==> src/rtl/rsp_cap_pkg.sv <==
package rsp_cap_pkg;

    typedef enum logic [1:0] {
        ST_IDLE = 2'd0,
        ST_WAIT = 2'd1,
        ST_RECV = 2'd2
    } cap_state_t;

    localparam logic [2:0] FMT_NONE      = 3'd0;
    localparam logic [2:0] FMT_SHORT_CHK = 3'd1;
    localparam logic [2:0] FMT_LONG      = 3'd2;
    localparam logic [2:0] FMT_SHORT_RAW = 3'd3;

    function automatic logic fmt_expects(input logic [2:0] f);
        return (f == FMT_SHORT_CHK) || (f == FMT_LONG) || (f == FMT_SHORT_RAW);
    endfunction

    function automatic logic fmt_checked(input logic [2:0] f);
        return (f == FMT_SHORT_CHK) || (f == FMT_LONG);
    endfunction

endpackage

==> src/rtl/rsp_cap_crc7.sv <==
module rsp_cap_crc7 #(
    parameter int               CRC_W = 7,
    parameter logic [CRC_W-1:0] POLY  = 7'h09
) (
    input  logic             clk,
    input  logic             rst_n,
    input  logic             clr,
    input  logic             en,
    input  logic             din,
    output logic [CRC_W-1:0] crc
);

    logic fb;
    assign fb = din ^ crc[CRC_W-1];

    always_ff @(posedge clk or negedge rst_n) begin
        if (!rst_n) begin
            crc <= '0;
        end else if (clr) begin
            crc <= '0;
        end else if (en) begin
            crc <= {crc[CRC_W-2:0], 1'b0} ^ (fb ? POLY : '0);
        end
    end

endmodule

==> src/rtl/rsp_cap_store.sv <==
module rsp_cap_store #(
    parameter int RD_W       = 16,
    parameter int SHORT_BITS = 48,
    parameter int LONG_BITS  = 136,
    parameter int CRC_W      = 7
) (
    input  logic             clk,
    input  logic             rst_n,
    input  logic             clear,
    input  logic             shift_en,
    input  logic             bit_in,
    input  logic             load,
    input  logic             is_long,
    input  logic             rd_en,
    output logic [RD_W-1:0]  rd_data,
    output logic [CRC_W-1:0] rx_crc
);

    localparam int LONG_HW  = (LONG_BITS + RD_W - 1) / RD_W;
    localparam int SHORT_HW = (SHORT_BITS + RD_W - 1) / RD_W;
    localparam int VIEW_W   = LONG_HW * RD_W;
    localparam int PAD_L    = VIEW_W - LONG_BITS;
    localparam int PAD_S    = VIEW_W - SHORT_BITS;
    localparam int PTR_W    = $clog2(LONG_HW + 1);

    logic [LONG_BITS-1:0] sr;
    logic [PTR_W-1:0]     ptr;
    logic [PTR_W-1:0]     left;
    logic [VIEW_W-1:0]    view;
    logic [VIEW_W-1:0]    shifted;

    always_ff @(posedge clk or negedge rst_n) begin
        if (!rst_n) begin
            sr <= '0;
        end else if (clear) begin
            sr <= '0;
        end else if (shift_en) begin
            sr <= {sr[LONG_BITS-2:0], bit_in};
        end
    end

    always_ff @(posedge clk or negedge rst_n) begin
        if (!rst_n) begin
            ptr  <= '0;
            left <= '0;
        end else if (clear) begin
            ptr  <= '0;
            left <= '0;
        end else if (load) begin
            ptr  <= '0;
            left <= is_long ? PTR_W'(LONG_HW) : PTR_W'(SHORT_HW);
        end else if (rd_en && left != '0) begin
            ptr  <= ptr + 1'b1;
            left <= left - 1'b1;
        end
    end

    always_comb begin
        if (is_long) view = {sr, {PAD_L{1'b0}}};
        else         view = {sr[SHORT_BITS-1:0], {PAD_S{1'b0}}};
        shifted = view << (RD_W * int'(ptr));
        rd_data = (left != '0) ? shifted[VIEW_W-1 -: RD_W] : '0;
    end

    assign rx_crc = sr[CRC_W-1:0];

endmodule

==> src/rtl/rsp_cap_ctrl.sv <==
module rsp_cap_ctrl
    import rsp_cap_pkg::*;
#(
    parameter int TO_W       = 16,
    parameter int SHORT_BITS = 48,
    parameter int LONG_BITS  = 136,
    parameter int LONG_SKIP  = 8,
    parameter int CRC_W      = 7
) (
    input  logic             clk,
    input  logic             rst_n,
    input  logic             cmd_issue,
    input  logic [2:0]       rsp_fmt,
    input  logic [TO_W-1:0]  to_limit,
    input  logic             bit_tick,
    input  logic             cmd_line,
    input  logic [CRC_W-1:0] crc_calc,
    input  logic [CRC_W-1:0] rx_crc,
    output logic             shift_en,
    output logic             crc_en,
    output logic             frame_done,
    output logic             is_long,
    output logic             end_rsp,
    output logic             rsp_irq,
    output logic             crc_err,
    output logic             rsp_timeout
);

    localparam int TAIL  = CRC_W + 1;
    localparam int CNT_W = $clog2(LONG_BITS + 1);
    localparam logic [CNT_W-1:0] LAST_S  = CNT_W'(SHORT_BITS - 1);
    localparam logic [CNT_W-1:0] LAST_L  = CNT_W'(LONG_BITS - 1);
    localparam logic [CNT_W-1:0] COV_S_E = CNT_W'(SHORT_BITS - TAIL);
    localparam logic [CNT_W-1:0] COV_L_B = CNT_W'(LONG_SKIP);
    localparam logic [CNT_W-1:0] COV_L_E = CNT_W'(LONG_BITS - TAIL);

    cap_state_t       state, nxt;
    logic [CNT_W-1:0] bit_cnt;
    logic [TO_W-1:0]  to_cnt;
    logic             chk_q;
    logic             last_bit, covered, to_hit, to_fire;

    assign last_bit = bit_cnt == (is_long ? LAST_L : LAST_S);
    assign covered  = is_long ? (bit_cnt >= COV_L_B && bit_cnt < COV_L_E)
                              : (bit_cnt < COV_S_E);
    assign to_hit   = ({1'b0, to_cnt} + 1'b1) == {1'b0, to_limit};

    // state register
    always_ff @(posedge clk or negedge rst_n) begin
        if (!rst_n) state <= ST_IDLE;
        else        state <= nxt;
    end

    // transitions: ISSUE, START_SEEN, NO_ANSWER, FRAME_END
    always_comb begin
        nxt = state;
        if (cmd_issue) begin
            nxt = fmt_expects(rsp_fmt) ? ST_WAIT : ST_IDLE;
        end else begin
            unique case (state)
                ST_IDLE: nxt = ST_IDLE;
                ST_WAIT: begin
                    if (bit_tick && !cmd_line)         nxt = ST_RECV;
                    else if (bit_tick && to_hit)       nxt = ST_IDLE;
                end
                ST_RECV: if (bit_tick && last_bit)    nxt = ST_IDLE;
                default: nxt = ST_IDLE;
            endcase
        end
    end

    // per-cycle strobes
    always_comb begin
        shift_en   = 1'b0;
        frame_done = 1'b0;
        to_fire    = 1'b0;
        if (!cmd_issue && bit_tick) begin
            unique case (state)
                ST_IDLE: ;
                ST_WAIT: begin
                    shift_en = !cmd_line;
                    to_fire  = cmd_line && to_hit;
                end
                ST_RECV: begin
                    shift_en   = 1'b1;
                    frame_done = last_bit;
                end
                default: ;
            endcase
        end
        crc_en = shift_en && covered;
    end

    // counters, latched format, status
    always_ff @(posedge clk or negedge rst_n) begin
        if (!rst_n) begin
            bit_cnt     <= '0;
            to_cnt      <= '0;
            is_long     <= 1'b0;
            chk_q       <= 1'b0;
            end_rsp     <= 1'b0;
            rsp_irq     <= 1'b0;
            crc_err     <= 1'b0;
            rsp_timeout <= 1'b0;
        end else if (cmd_issue) begin
            bit_cnt     <= '0;
            to_cnt      <= '0;
            is_long     <= rsp_fmt == FMT_LONG;
            chk_q       <= fmt_checked(rsp_fmt);
            end_rsp     <= 1'b0;
            rsp_irq     <= 1'b0;
            crc_err     <= 1'b0;
            rsp_timeout <= 1'b0;
        end else begin
            rsp_irq <= 1'b0;
            if (shift_en) bit_cnt <= bit_cnt + 1'b1;
            if (state == ST_WAIT && bit_tick && cmd_line) to_cnt <= to_cnt + 1'b1;
            if (frame_done) begin
                end_rsp <= 1'b1;
                rsp_irq <= 1'b1;
                crc_err <= chk_q && (crc_calc != rx_crc);
            end
            if (to_fire) begin
                end_rsp     <= 1'b1;
                rsp_irq     <= 1'b1;
                rsp_timeout <= 1'b1;
            end
        end
    end

endmodule

==> src/rtl/rsp_capture.sv <==
module rsp_capture #(
    parameter int RD_W       = 16,
    parameter int TO_W       = 16,
    parameter int SHORT_BITS = 48,
    parameter int LONG_BITS  = 136,
    parameter int LONG_SKIP  = 8,
    parameter int CRC_W      = 7
) (
    input  logic            clk,
    input  logic            rst_n,
    input  logic            cmd_issue,
    input  logic [2:0]      rsp_fmt,
    input  logic [TO_W-1:0] to_limit,
    input  logic            bit_tick,
    input  logic            cmd_line,
    input  logic            rd_en,
    output logic [RD_W-1:0] rd_data,
    output logic            end_rsp,
    output logic            rsp_irq,
    output logic            crc_err,
    output logic            rsp_timeout
);

    logic             shift_en, crc_en, frame_done, is_long;
    logic [CRC_W-1:0] crc_calc, rx_crc;

    rsp_cap_ctrl #(
        .TO_W(TO_W), .SHORT_BITS(SHORT_BITS), .LONG_BITS(LONG_BITS),
        .LONG_SKIP(LONG_SKIP), .CRC_W(CRC_W)
    ) ctrl_i (
        .clk(clk), .rst_n(rst_n), .cmd_issue(cmd_issue), .rsp_fmt(rsp_fmt),
        .to_limit(to_limit), .bit_tick(bit_tick), .cmd_line(cmd_line),
        .crc_calc(crc_calc), .rx_crc(rx_crc), .shift_en(shift_en),
        .crc_en(crc_en), .frame_done(frame_done), .is_long(is_long),
        .end_rsp(end_rsp), .rsp_irq(rsp_irq), .crc_err(crc_err),
        .rsp_timeout(rsp_timeout)
    );

    rsp_cap_crc7 #(.CRC_W(CRC_W), .POLY(CRC_W'(7'h09))) crc_i (
        .clk(clk), .rst_n(rst_n), .clr(cmd_issue), .en(crc_en),
        .din(cmd_line), .crc(crc_calc)
    );

    rsp_cap_store #(
        .RD_W(RD_W), .SHORT_BITS(SHORT_BITS), .LONG_BITS(LONG_BITS), .CRC_W(CRC_W)
    ) store_i (
        .clk(clk), .rst_n(rst_n), .clear(cmd_issue), .shift_en(shift_en),
        .bit_in(cmd_line), .load(frame_done), .is_long(is_long), .rd_en(rd_en),
        .rd_data(rd_data), .rx_crc(rx_crc)
    );

endmodule

==> config.mk <==
export PLATFORM = sky130hd
export DESIGN_NAME = rsp_capture
export DESIGN_NICKNAME = d
export VERILOG_FILES = /design/src/rtl/rsp_cap_pkg.sv /design/src/rtl/rsp_cap_crc7.sv /design/src/rtl/rsp_cap_store.sv /design/src/rtl/rsp_cap_ctrl.sv /design/src/rtl/rsp_capture.sv
export SDC_FILE = /design/constraint.sdc
export NUM_CORES = 1
export LEC_CHECK = 0
export ABC_CLOCK_PERIOD_IN_PS = 6000
export CORE_ASPECT_RATIO = 0.9
export CORE_MARGIN = 5
export CORE_UTILIZATION = 40
export DETAILED_ROUTE_END_ITERATION = 8
export PLACE_DENSITY = 0.67
export SYNTH_ARGS = -nofsm -noshare
export SYNTH_HDL_FRONTEND = slang
export SYNTH_SLANG_ARGS = --single-unit
==> constraint.sdc <==
create_clock -name clk -period 6 [get_ports clk]
set_input_delay 1.5 -clock clk [delete_from_list [all_inputs] [get_ports clk]]
set_output_delay 1.5 -clock clk [all_outputs]
set_load 0.02 [all_outputs]
==> results by group, run 1 <==
Route
  – 1st-iter DRT viols: approximately 790
  – Drt via density: between 5 and 6
  – # DRC: 0
  – Routed Antenna Nets: 0
  – Total wire length: approximately 25000 microns
  – Via count: 7721
  – Initial DRT Pass Iterations: 5
  – Drt wl/cell: approximately 17 microns

Layout
  – Nets: approximately 1100
  – Layout cells sized above 1: 9.23%
  – Final Instance Area: 11300 sq um
  – Most frequent cells in the layout: 310 x nand2_1, 180 x dfrtp_1, 140 x nand3b_1
  – Syn-to-layout area delta: 12.0%
  – Most common cell after layout, fill and taps aside: nand2_1
  – FILL cells: between 2000 and 2500
  – Multi-input gate area: around 5000 sq um
  – Sequential Area: 4580 sq um
  – ANT cells: 0

Place
  – Post-DP Area: between 10000 and 15000 sq um
  – Post-DP HPWL: between 15000 and 20000 microns
  – Port-buffer cells: between 40 and 50
  – Place WS: between 1.5 and 2 ns
  – Routability Congestion: a little over 0.8

Global route
  – GRT met3 Usage: 5.46%
  – Vias in the first global route: roughly 7700
  – First-pass GRT wire length: about 41000 microns
  – Grt met1 use: approximately a quarter
  – Largest net degree at the start of global routing: 142
  – GRT Max-Usage Layer: met2
  – Initial antenna violation count: 0
  – Overflow after GRT: 0
  – Overall routing resource usage: around 18%
  – GR Layer Usage met2: between 20 and 30%

Worst setup path
  – Critical Path Source Type: register
  – Class of the most critical setup path: reg -> out
  – Worst reg2reg path startpoint: ctrl_i.to_cnt[0]
  – Worst-path maximum fanout: 16
  – CP Data Required Time: roughly 4.5 ns
  – Worst EP arrival: approximately 3.3 ns
  – Critical Path Sink Type: output port
  – Setup crit start: ctrl_i.is_long

Floorplanning
  – Row count: between 50 and 60
  – Chip width: 177 microns
  – Height of the chip: 160 microns
  – Initial core utilization: 40.2%
  – DIE AREA: about 28000 sq um
  – Core area: around 25000 sq um
  – Top-level port count: 45

Synth
  – Top FF cell, synth: dfrtp_1
  – #FFs+latches synth: ~180
  – Ys Warns: 0
  – Async SR Flop Fraction: between 90% and 100%
  – Mapped Area: 10100 sq um
  – Unique masters post-synth: between 50 and 60
  – Syn nets: 1118
  – Mapped Cells: 1086
  – EDFF count, synth: 0
  – Post-synthesis sequential area ratio: ~46%
  – Mapped Avg Cell Area: slightly above 9 sq um

STA
  – Min cycle time layout: between 4 and 5 ns
  – Final hold vios: 0
  – TNS Setup: 0 ns
  – Slew Viols, Final: 0
  – Final setup vio count: 0
  – Slew @ Worst Pin: 1.14 ns
  – Slew HR: between 20 and 25%
  – Post-route clock skew: 0.00857 ns
  – Final worst setup slack: 1.17 ns
  – RSZ-0062 raised after global routing: no
  – Fmax: just over 200 MHz
  – Crit share post-route: roughly four fifths

Clock network
  – Clk_lat worst skew: 0.43 ns
  – Number of setup buffers added after CTS: 0
  – CTS Sinks: approximately 180
  – H-tree depth: 4
  – CTS resizes: 0
  – # hold bufs at CTS: 0
  – Worst-path clk slew: 0.08 ns
  – TritonCTS clock tree: done
  – Root Driver: clkbuf_16
  – CTS max path bufs: 2
  – CTS Buf Count: 17

Flow run
  – Max Cap Viol: 0

Power and ir drop
  – Pwr Density: between 200 and 250 nW/um^2
  – VDD IR max: roughly 180 uV
  – Pleak: 5.06 nW

Outcome
  – Status: finished clean

Min path
  – HP Class: reg -> reg
  – HP Start: store_i.sr[76]
==> worst paths after layout <==
check,endpoint,slack [ns],depth (start not counted)
max in group asynchronous,ctrl_i.is_long,3.71,2
min in group asynchronous,store_i.sr[77],1.12,1
worst max-delay path,rd_data[2],1.17,6
worst min-delay path,store_i.sr[77],0.49,2
worst min register to register,store_i.sr[77],0.49,2
worst max register to register,ctrl_i.end_rsp,3.07,8
==> through the flow <==
step / std cells / power (mW) / hold slack [ns] / utilization, %
2_1_floorplan: 1086 / 1.33 / 0.455 / -
3_3_place_gp: 1394 / 1.39 / 0.474 / 42.7
3_5_place_dp: 1394 / 1.39 / 0.478 / 42.7
4_1_cts: 1426 / 2.55 / 0.490 / 45.1
5_1_grt: 1426 / 2.62 / 0.511 / 45.1
6_report: 1426 / 2.53 / 0.486 / 45.1
==> synthesized netlist by cell type, drive strengths merged, types with 13 or more instances <==
library cell,instances,area (sq um)
xnor2,26,228
nor2,62,233
mux2,18,203
o21ai,30,154
nand2,310,1160
mux4,32,721
a211oi,19,148
clkbuf,72,270
xor2,26,228
a22oi,16,120
a21oi,26,130
dfrtp,183,4580
buf,13,58.8
nand3,15,75.1
nand3b,140,1050
==> critical path, stage by stage, from the launching register on <==
cell	delay, ns
dfrtp_2	0.40
nor2_1	0.86
a22oi_1	0.28
a211oi_1	0.48
a21oi_1	0.11
nor2_1	0.14
clkdlybuf4s50_1	0.63
==> flip-flops by register name, summed over array words and instances (netlist names) <==
name and flops:
crc_i.crc 7, ctrl_i.to_cnt 16, ctrl_i.end_rsp 1, ctrl_i.crc_err 1, ctrl_i.chk_q 1, ctrl_i.rsp_timeout 1, ctrl_i.state 2, ctrl_i.bit_cnt 8
store_i.sr 136, ctrl_i.is_long 1, ctrl_i.rsp_irq 1, store_i.ptr 4, store_i.left 4
==> cell type report <==
cell class                 count  area share (%)
clock buffer                  19            3.84
multi-input combinational    806            45.3
tap                          342            3.80
clock inverter                13            1.41
inverter                      12           0.400
sequential                   183            40.7
timing repair buffer          51            4.50
==> logic make-up (layout without fill, tap and decap cells) <==
group	after synthesis	after routing	synth area share, %
compound gates	112	112	7.14
xor+xnor	52	52	4.53
fa+ha+maj	8	8	0.971
buf+inv	97	95	3.72
flops	183	183	45.6
mux	51	51	9.29
simple gates	583	583	28.8
==> power by group <==
part | switching, mW | internal, mW | leakage (nW)
combinational | 0.0741 | 0.0500 | 2.23
sequential | 0.00520 | 1.24 | 2.55
clock | 0.531 | 0.629 | 0.283
total | 0.611 | 1.92 | 5.06
==> metal layers <==
metal / wire length (microns) / share of wire (%)
met1: 11300 / 46
met2: 11100 / 45
met3: 1680 / 6.8
met4: 535 / 2.2
met5: 0 / 0
(Power assumes the default switching activity.)
==> run 2, diff against run 1 <==
--- a/config.mk
+++ b/config.mk
@@ -5,12 +5,12 @@
 export SDC_FILE = /design/constraint.sdc
 export NUM_CORES = 1
 export LEC_CHECK = 0
-export ABC_CLOCK_PERIOD_IN_PS = 6000
+export ABC_CLOCK_PERIOD_IN_PS = 4000
 export CORE_ASPECT_RATIO = 0.9
 export CORE_MARGIN = 5
 export CORE_UTILIZATION = 40
 export DETAILED_ROUTE_END_ITERATION = 8
-export PLACE_DENSITY = 0.67
+export PLACE_DENSITY = 0.69
 export SYNTH_ARGS = -nofsm -noshare
 export SYNTH_HDL_FRONTEND = slang
 export SYNTH_SLANG_ARGS = --single-unit
==> constraint.sdc (replaced) <==
create_clock -name clk -period 4 [get_ports clk]
set_input_delay 1 -clock clk [delete_from_list [all_inputs] [get_ports clk]]
set_output_delay 1 -clock clk [all_outputs]
set_load 0.02 [all_outputs]
==> run 2 against run 1 <==
Net effect:
- register-to-register slack worse by 2.0 ns
- design area is 2.2% higher
- die area stayed put
- clock-buffer cell count is 1 lower
- setup slack worse by 1.1 ns
- via count is 2.6% higher
- global-route usage is 0.63 points higher
- combinational power is 56% higher
- hold slack better by 0.011 ns
- wire length is 6.2% higher
- critical path type unchanged
- largest power group unchanged
==> results by group, run 2 (synthesis gave the netlist of run 1 again) <==
Worst setup path
  – Worst EP arrival: just under 3 ns
  – Class of the most critical setup path: reg -> out
  – Critical Path Sink Type: output port
  – CP Data Required Time: roughly 3.0 ns
  – Critical Path Source Type: register
  – Worst-path maximum fanout: 21

Layout
  – Most flops, register: store_i.sr
  – Biggest regs: store_i.sr (136), ctrl_i.to_cnt (16), ctrl_i.bit_cnt (8)
  – Most frequent cells in the layout: 310 x nand2_1, 180 x dfrtp_1, 140 x nand3b_1
  – Most common cell after layout, fill and taps aside: nand2_1
  – Layout cells sized above 1: 11.2%
  – Syn-to-layout area delta: 14.5%
  – FILL cells: 2382
  – Multi-input gate area: roughly 5000 sq um
  – Max FFs per register: about 140
  – Sequential Area: approximately 4600 sq um
  – ANT cells: 0
  – Fin util: about 46%
  – Nets: 1123

Global route
  – Grt met1 use: a little over a quarter
  – First-pass GRT wire length: roughly 42000 microns
  – GRT met3 Usage: under 10%
  – GR Layer Usage met2: between 20% and 30%
  – Overall routing resource usage: roughly 19%
  – GRT Max-Usage Layer: met2
  – Overflow after GRT: 0
  – Vias in the first global route: between 7000 and 8000
  – Largest net degree at the start of global routing: 142
  – Initial antenna violation count: 0

STA
  – Min cycle time layout: between 3 and 4 ns
  – RSZ-0062 raised after global routing: no
  – Crit share post-route: a little over nine tenths
  – Final hold vios: 0
  – Slew HR: around 46%
  – Post-route clock skew: just under 0.01 ns
  – Slew @ Worst Pin: around 0.80 ns
  – Slew Viols, Final: 0
  – TNS Setup: 0 ns
  – Final setup vio count: 0
  – Fmax: roughly 260 MHz

Outcome
  – Status: finished clean

Clock network
  – Number of setup buffers added after CTS: 0
  – CTS max path bufs: 2
  – Clk_lat worst skew: approximately 0.44 ns
  – # hold bufs at CTS: 0
  – Root Driver: clkbuf_16
  – Worst-path clk slew: ~0.07 ns
  – CTS Sinks: between 150 and 200
  – TritonCTS clock tree: done
  – H-tree depth: 4
  – CTS Buf Count: 17

Route
  – Routed Antenna Nets: 0
  – 1st-iter DRT viols: ~720
  – Total wire length: 26100 microns
  – Drt wl/cell: roughly 18 microns
  – Initial DRT Pass Iterations: 5
  – # DRC: 0
  – Via count: between 7000 and 8000
  – Drt via density: between 5 and 6

Place
  – Routability Congestion: a little under 0.9
  – Port-buffer cells: 44
  – Post-DP HPWL: ~17000 microns

Floorplanning
  – Row count: 55
  – Top-level port count: 45
  – Initial core utilization: 40.2%
  – Height of the chip: 160 microns
  – Chip width: 177 microns
  – DIE AREA: ~28000 sq um
  – Core area: 25000 sq um

Power and ir drop
  – VDD IR max: ~300 uV
  – P_int: 2.77 mW
  – Sw power: slightly above 0.9 mW
  – Pleak: 5.27 nW
  – Clock network fraction of total power: 44.1%
  – Pwr Density: approximately 320 nW/um^2
  – Seq pwr share: about half
  – Combinational fraction of design power: 5.3%
  – Sw Ratio: 25.0%

Flow run
  – Max Cap Viol: 0

Min path
  – HP Class: reg -> reg
## run 2: path summary, 6_finish.rpt
check                                      start         endpoint  slack, ns  depth (start not counted)
worst min register to register   store_i.sr[103]  store_i.sr[104]       0.50                          2
worst min-delay path             store_i.sr[103]  store_i.sr[104]       0.50                          2
min in group asynchronous                  rst_n   store_i.sr[69]       0.61                          1
max in group asynchronous                  rst_n  ctrl_i.state[1]       2.46                          2
worst max-delay path              ctrl_i.is_long       rd_data[7]       0.11                          7
worst max register to register  ctrl_i.to_cnt[0]   ctrl_i.end_rsp       1.06                          8
## run 2: cell type report
type | count | area share (%)
multi-input cells | 806 | 44.4
flip-flops and latches | 183 | 39.9
repair buffers | 71 | 6.76
clock buffers | 18 | 3.82
well taps | 342 | 3.72
clock inverters | 14 | 1.01
inverters | 12 | 0.391
## run 2: worst max-delay path, stage by stage, from the launching register on
cell and delay, ns:
dfrtp_4 0.64, buf_12 0.21, mux4_2 0.51, nor2_1 0.11, a211oi_1 0.08, a21oi_1 0.26, nor2_1 0.06, clkdlybuf4s50_1 0.56
## run 2: timing repair
action | 4_1_cts | 5_1_grt
gates resized for setup | 3 | 5
setup endpoints to repair | 4 | 5
endpoints found under the hold margin | 0 | 0
## run 2: per-layer routing
layer  share of wire, %  wire length [microns]
met4                2.0                    527
met1                 47                  12100
met2                 45                  11800
met3                6.2                   1620
met5                  0                      0
## run 2: per-stage QoR
| step | total power [mW] | cells | hold WS [ns] | instance area (sq um) | worst slack [ns] |
|---|---|---|---|---|---|
| 3_5_place_dp | 2.10 | 1414 | 0.476 | 10900 | 0.394 |
| 2_1_floorplan | 2.00 | 1086 | 0.455 | 10100 | 0.788 |
| 5_1_grt | 3.80 | 1446 | 0.525 | 11500 | 0.00230 |
| 4_1_cts | 3.72 | 1446 | 0.499 | 11500 | 0.0531 |
| 3_3_place_gp | 2.10 | 1414 | 0.478 | 10900 | 0.464 |
| 6_report | 3.69 | 1446 | 0.497 | 11500 | 0.108 |
## run 2: power groups by stage
stage / Sequential (mW) / Clock [mW] / Combinational, mW
global route: 1.87 / 1.72 / 0.214
global placement: 1.91 / 0 / 0.195
CTS: 1.87 / 1.65 / 0.197
finish: 1.87 / 1.63 / 0.194
detailed placement: 1.91 / 0 / 0.196
floorplan: 1.90 / 0 / 0.102
==> run 3, diff against run 2 <==
--- a/config.mk
+++ b/config.mk
@@ -5,6 +5,7 @@
 export SDC_FILE = /design/constraint.sdc
 export NUM_CORES = 1
 export LEC_CHECK = 0
+export ABC_AREA = 1
 export ABC_CLOCK_PERIOD_IN_PS = 4000
 export CORE_ASPECT_RATIO = 0.9
 export CORE_MARGIN = 5
==> run 3 against run 2 <==
Net effect:
- via count up 4.3%
- clock-buffer cell count down 1
- register-to-register slack better by 0.64 ns
- non-clock buffer count down 8
- setup slack worse by 0.016 ns
- design area down 6.6%
- core utilization up 0.26 points
- clock skew up 0.0074 ns
- total power up 26%
- synthesized area down 6.9%
- sequential cell count unchanged
- critical path type unchanged
- critical endpoint is now rd_data[1]
==> results by group, run 3 <==
Global route
  – Overflow after GRT: 0
  – Initial antenna violation count: 0
  – First-pass GRT wire length: between 40000 and 50000 microns
  – Largest net degree at the start of global routing: ~140
  – Vias in the first global route: 8137
  – Overall routing resource usage: between 10% and 20%

Clock network
  – CTS max path bufs: 2
  – H-tree depth: 4
  – Clk_lat worst skew: 0.44 ns
  – # hold bufs at CTS: 0
  – TritonCTS clock tree: done
  – CTS resizes: 0
  – Root Driver: clkbuf_16
  – CTS Buf Count: 17
  – Worst-path clk slew: about 0.08 ns
  – Number of setup buffers added after CTS: 0
  – CTS Sinks: 183

Layout
  – Multi-input gate area: about 3800 sq um
  – Most frequent cells in the layout: 200 x inv_1, 181 x dfrtp_1, 163 x o22ai_1
  – Max FFs per register: 136
  – Final Instance Area: about 11000 sq um
  – Layout cells sized above 1: 7.57%
  – Most flops, register: store_i.sr
  – FILL cells: between 2000 and 2500
  – Nets: roughly 1200
  – ANT cells: 0
  – Biggest regs: store_i.sr (136), ctrl_i.to_cnt (16), ctrl_i.bit_cnt (8)
  – Most common cell after layout, fill and taps aside: inv_1
  – Sequential Area: roughly 4600 sq um
  – Syn-to-layout area delta: 14.9%

Synth
  – Post-synth top area cell: dfrtp_1
  – Area contributors post-synth: dfrtp_1 49%, o22ai_1 11%, inv_1 8.1%
  – Ys Warns: 0
  – Syn nets: approximately 1200
  – Mapped Avg Cell Area: slightly above 8 sq um
  – EDFF count, synth: 0
  – Mapped Cells: about 1100
  – Share of the synthesized area in the top cell type: 49.0%
  – #FFs+latches synth: approximately 180
  – Mapped Area: a little over 9000 sq um
  – Unique masters post-synth: approximately 40
  – Async SR Flop Fraction: 100%
  – Post-synthesis sequential area ratio: between 40 and 50%
  – Top-count cell post-synth: inv_1
  – Post-synth top cells: 201 x inv_1, 183 x dfrtp_1, 163 x o22ai_1, 121 x nand2_1, 108 x o21ai_0
  – Top FF cell, synth: dfrtp_1

Route
  – # DRC: 0
  – Initial DRT Pass Iterations: 6
  – Routed Antenna Nets: 0
  – Via count: 8256
  – Drt wl/cell: 17.3 microns
  – Total wire length: about 26000 microns
  – 1st-iter DRT viols: between 900 and 1000
  – Drt via density: ~5.6

Worst setup path
  – Class of the most critical setup path: reg -> out
  – Worst EP arrival: 2.91 ns
  – CP Data Required Time: 3.00 ns
  – Crit path cell chain: buf_4, o21ai_0, nor2_1, o21ai_0, a31oi_1, nor2_1, clkdlybuf4s50_1
  – Critical Path Sink Type: output port
  – Crit path largest cell delay: ~0.61 ns
  – Critical Path Source Type: register
  – Crit-path slowest cell: clkdlybuf4s50_1
  – Worst-path maximum fanout: 26

STA
  – Final worst setup slack: just over 0.09 ns
  – Hold slack: 0.495 ns
  – Final setup vio count: 0
  – Slew @ Worst Pin: 0.852 ns
  – Slew HR: between 40% and 50%
  – Final hold vios: 0
  – Min cycle time layout: 3.91 ns
  – Post-route clock skew: about 0.017 ns
  – Slew Viols, Final: 0
  – Crit share post-route: between 90% and 100%
  – Fmax: roughly 260 MHz

Flow run
  – Max Cap Viol: 0

Place
  – Port-buffer cells: 44
  – Routability Congestion: 0.938
  – Place WS: 0.530 ns
  – Post-DP HPWL: ~17000 microns
  – Post-DP Area: between 10000 and 15000 sq um

Floorplanning
  – Top-level port count: 45
  – Core area: between 20000 and 25000 sq um
  – DIE AREA: between 20000 and 30000 sq um
  – Initial core utilization: around two fifths
  – Chip width: 171 microns
  – Height of the chip: 155 microns
  – Row count: 53

Outcome
  – Status: finished clean

Power and ir drop
  – VDD IR max: ~280 uV
  – Pwr Density: around 430 nW/um^2
  – Pwr Total: about 4.7 mW
  – Pleak: roughly 4.6 nW

Min path
  – HP Class: reg -> reg
## run 3: cell types whose count changed after synthesis, sizes merged, moves of 32 or more
| cell | previous run | this run |
|---|---|---|
| mux4 | 32 | 0 |
| nand3 | 15 | 60 |
| o21ai | 30 | 113 |
| inv | 12 | 204 |
| clkbuf | 72 | 39 |
| o22ai | 0 | 163 |
| nand2 | 310 | 129 |
| nand3b | 140 | 3 |
## run 3: per-layer routing
layer	up-vias	routed length (microns)	global-route usage [%]
li1	3929	-	-
met1	4003	11600	28.7
met2	292	11800	30.3
met3	32	1600	4.04
met4	0	496	5.36
met5	-	0	0
## run 3: final timing paths
path / startpoint / to / slack [ns] / cells after the start
worst max-delay path: store_i.ptr[0] / rd_data[1] / 0.09 / 7
worst min-delay path: ctrl_i.rsp_timeout / ctrl_i.rsp_timeout / 0.50 / 2
worst max register to register: ctrl_i.to_cnt[1] / ctrl_i.state[0] / 1.70 / 14
worst min register to register: ctrl_i.rsp_timeout / ctrl_i.rsp_timeout / 0.50 / 2
max in group asynchronous: rst_n / store_i.sr[106] / 2.48 / 2
min in group asynchronous: rst_n / crc_i.crc[1] / 0.64 / 1
## run 3: final cells by class
type                            instances  share of cell area (%)
Clock buffer                           17                    3.96
Clock inverter                         15                    1.80
Timing Repair Buffer                   63                    5.84
Tap cell                              302                    3.51
Sequential cell                       183                    42.6
Inverter                              207                    7.27
Multi-Input combinational cell        690                    35.0
## run 3: cells by family after synthesis
logic type               share of synthesized area [%]
XOR/XNOR                                          1.40
AO/OA/AOI/OAI                                     22.9
buffers and inverters                             11.1
AND/OR/NAND/NOR                                   14.7
adder cells (fa/ha/maj)                          0.936
flip-flops                                        49.0
## run 3: power by group
group	leakage (nW)	switching [mW]	internal [mW]
registers	2.54	0.0475	1.88
clock network	0.294	0.883	0.861
logic	1.75	0.649	0.341
## run 3: metrics by stage
step / instances / util [%] / setup TNS, ns
after floorplan: 1142 / - / 0
after global routing: 1477 / 46.3 / -0.00232
after detailed placement: 1445 / 43.6 / 0
after global placement: 1445 / 43.6 / 0
after CTS: 1477 / 46.2 / 0
final: 1477 / 46.3 / 0
## run 3: critical path: cells and delay by family (launching register included)
kind                   cells  cell delay [ns]
DFF                        1             0.58
and+or+nand+nor            2             0.21
AOI/OAI and AO/OA          3             0.81
buffers and inverters      2             0.86
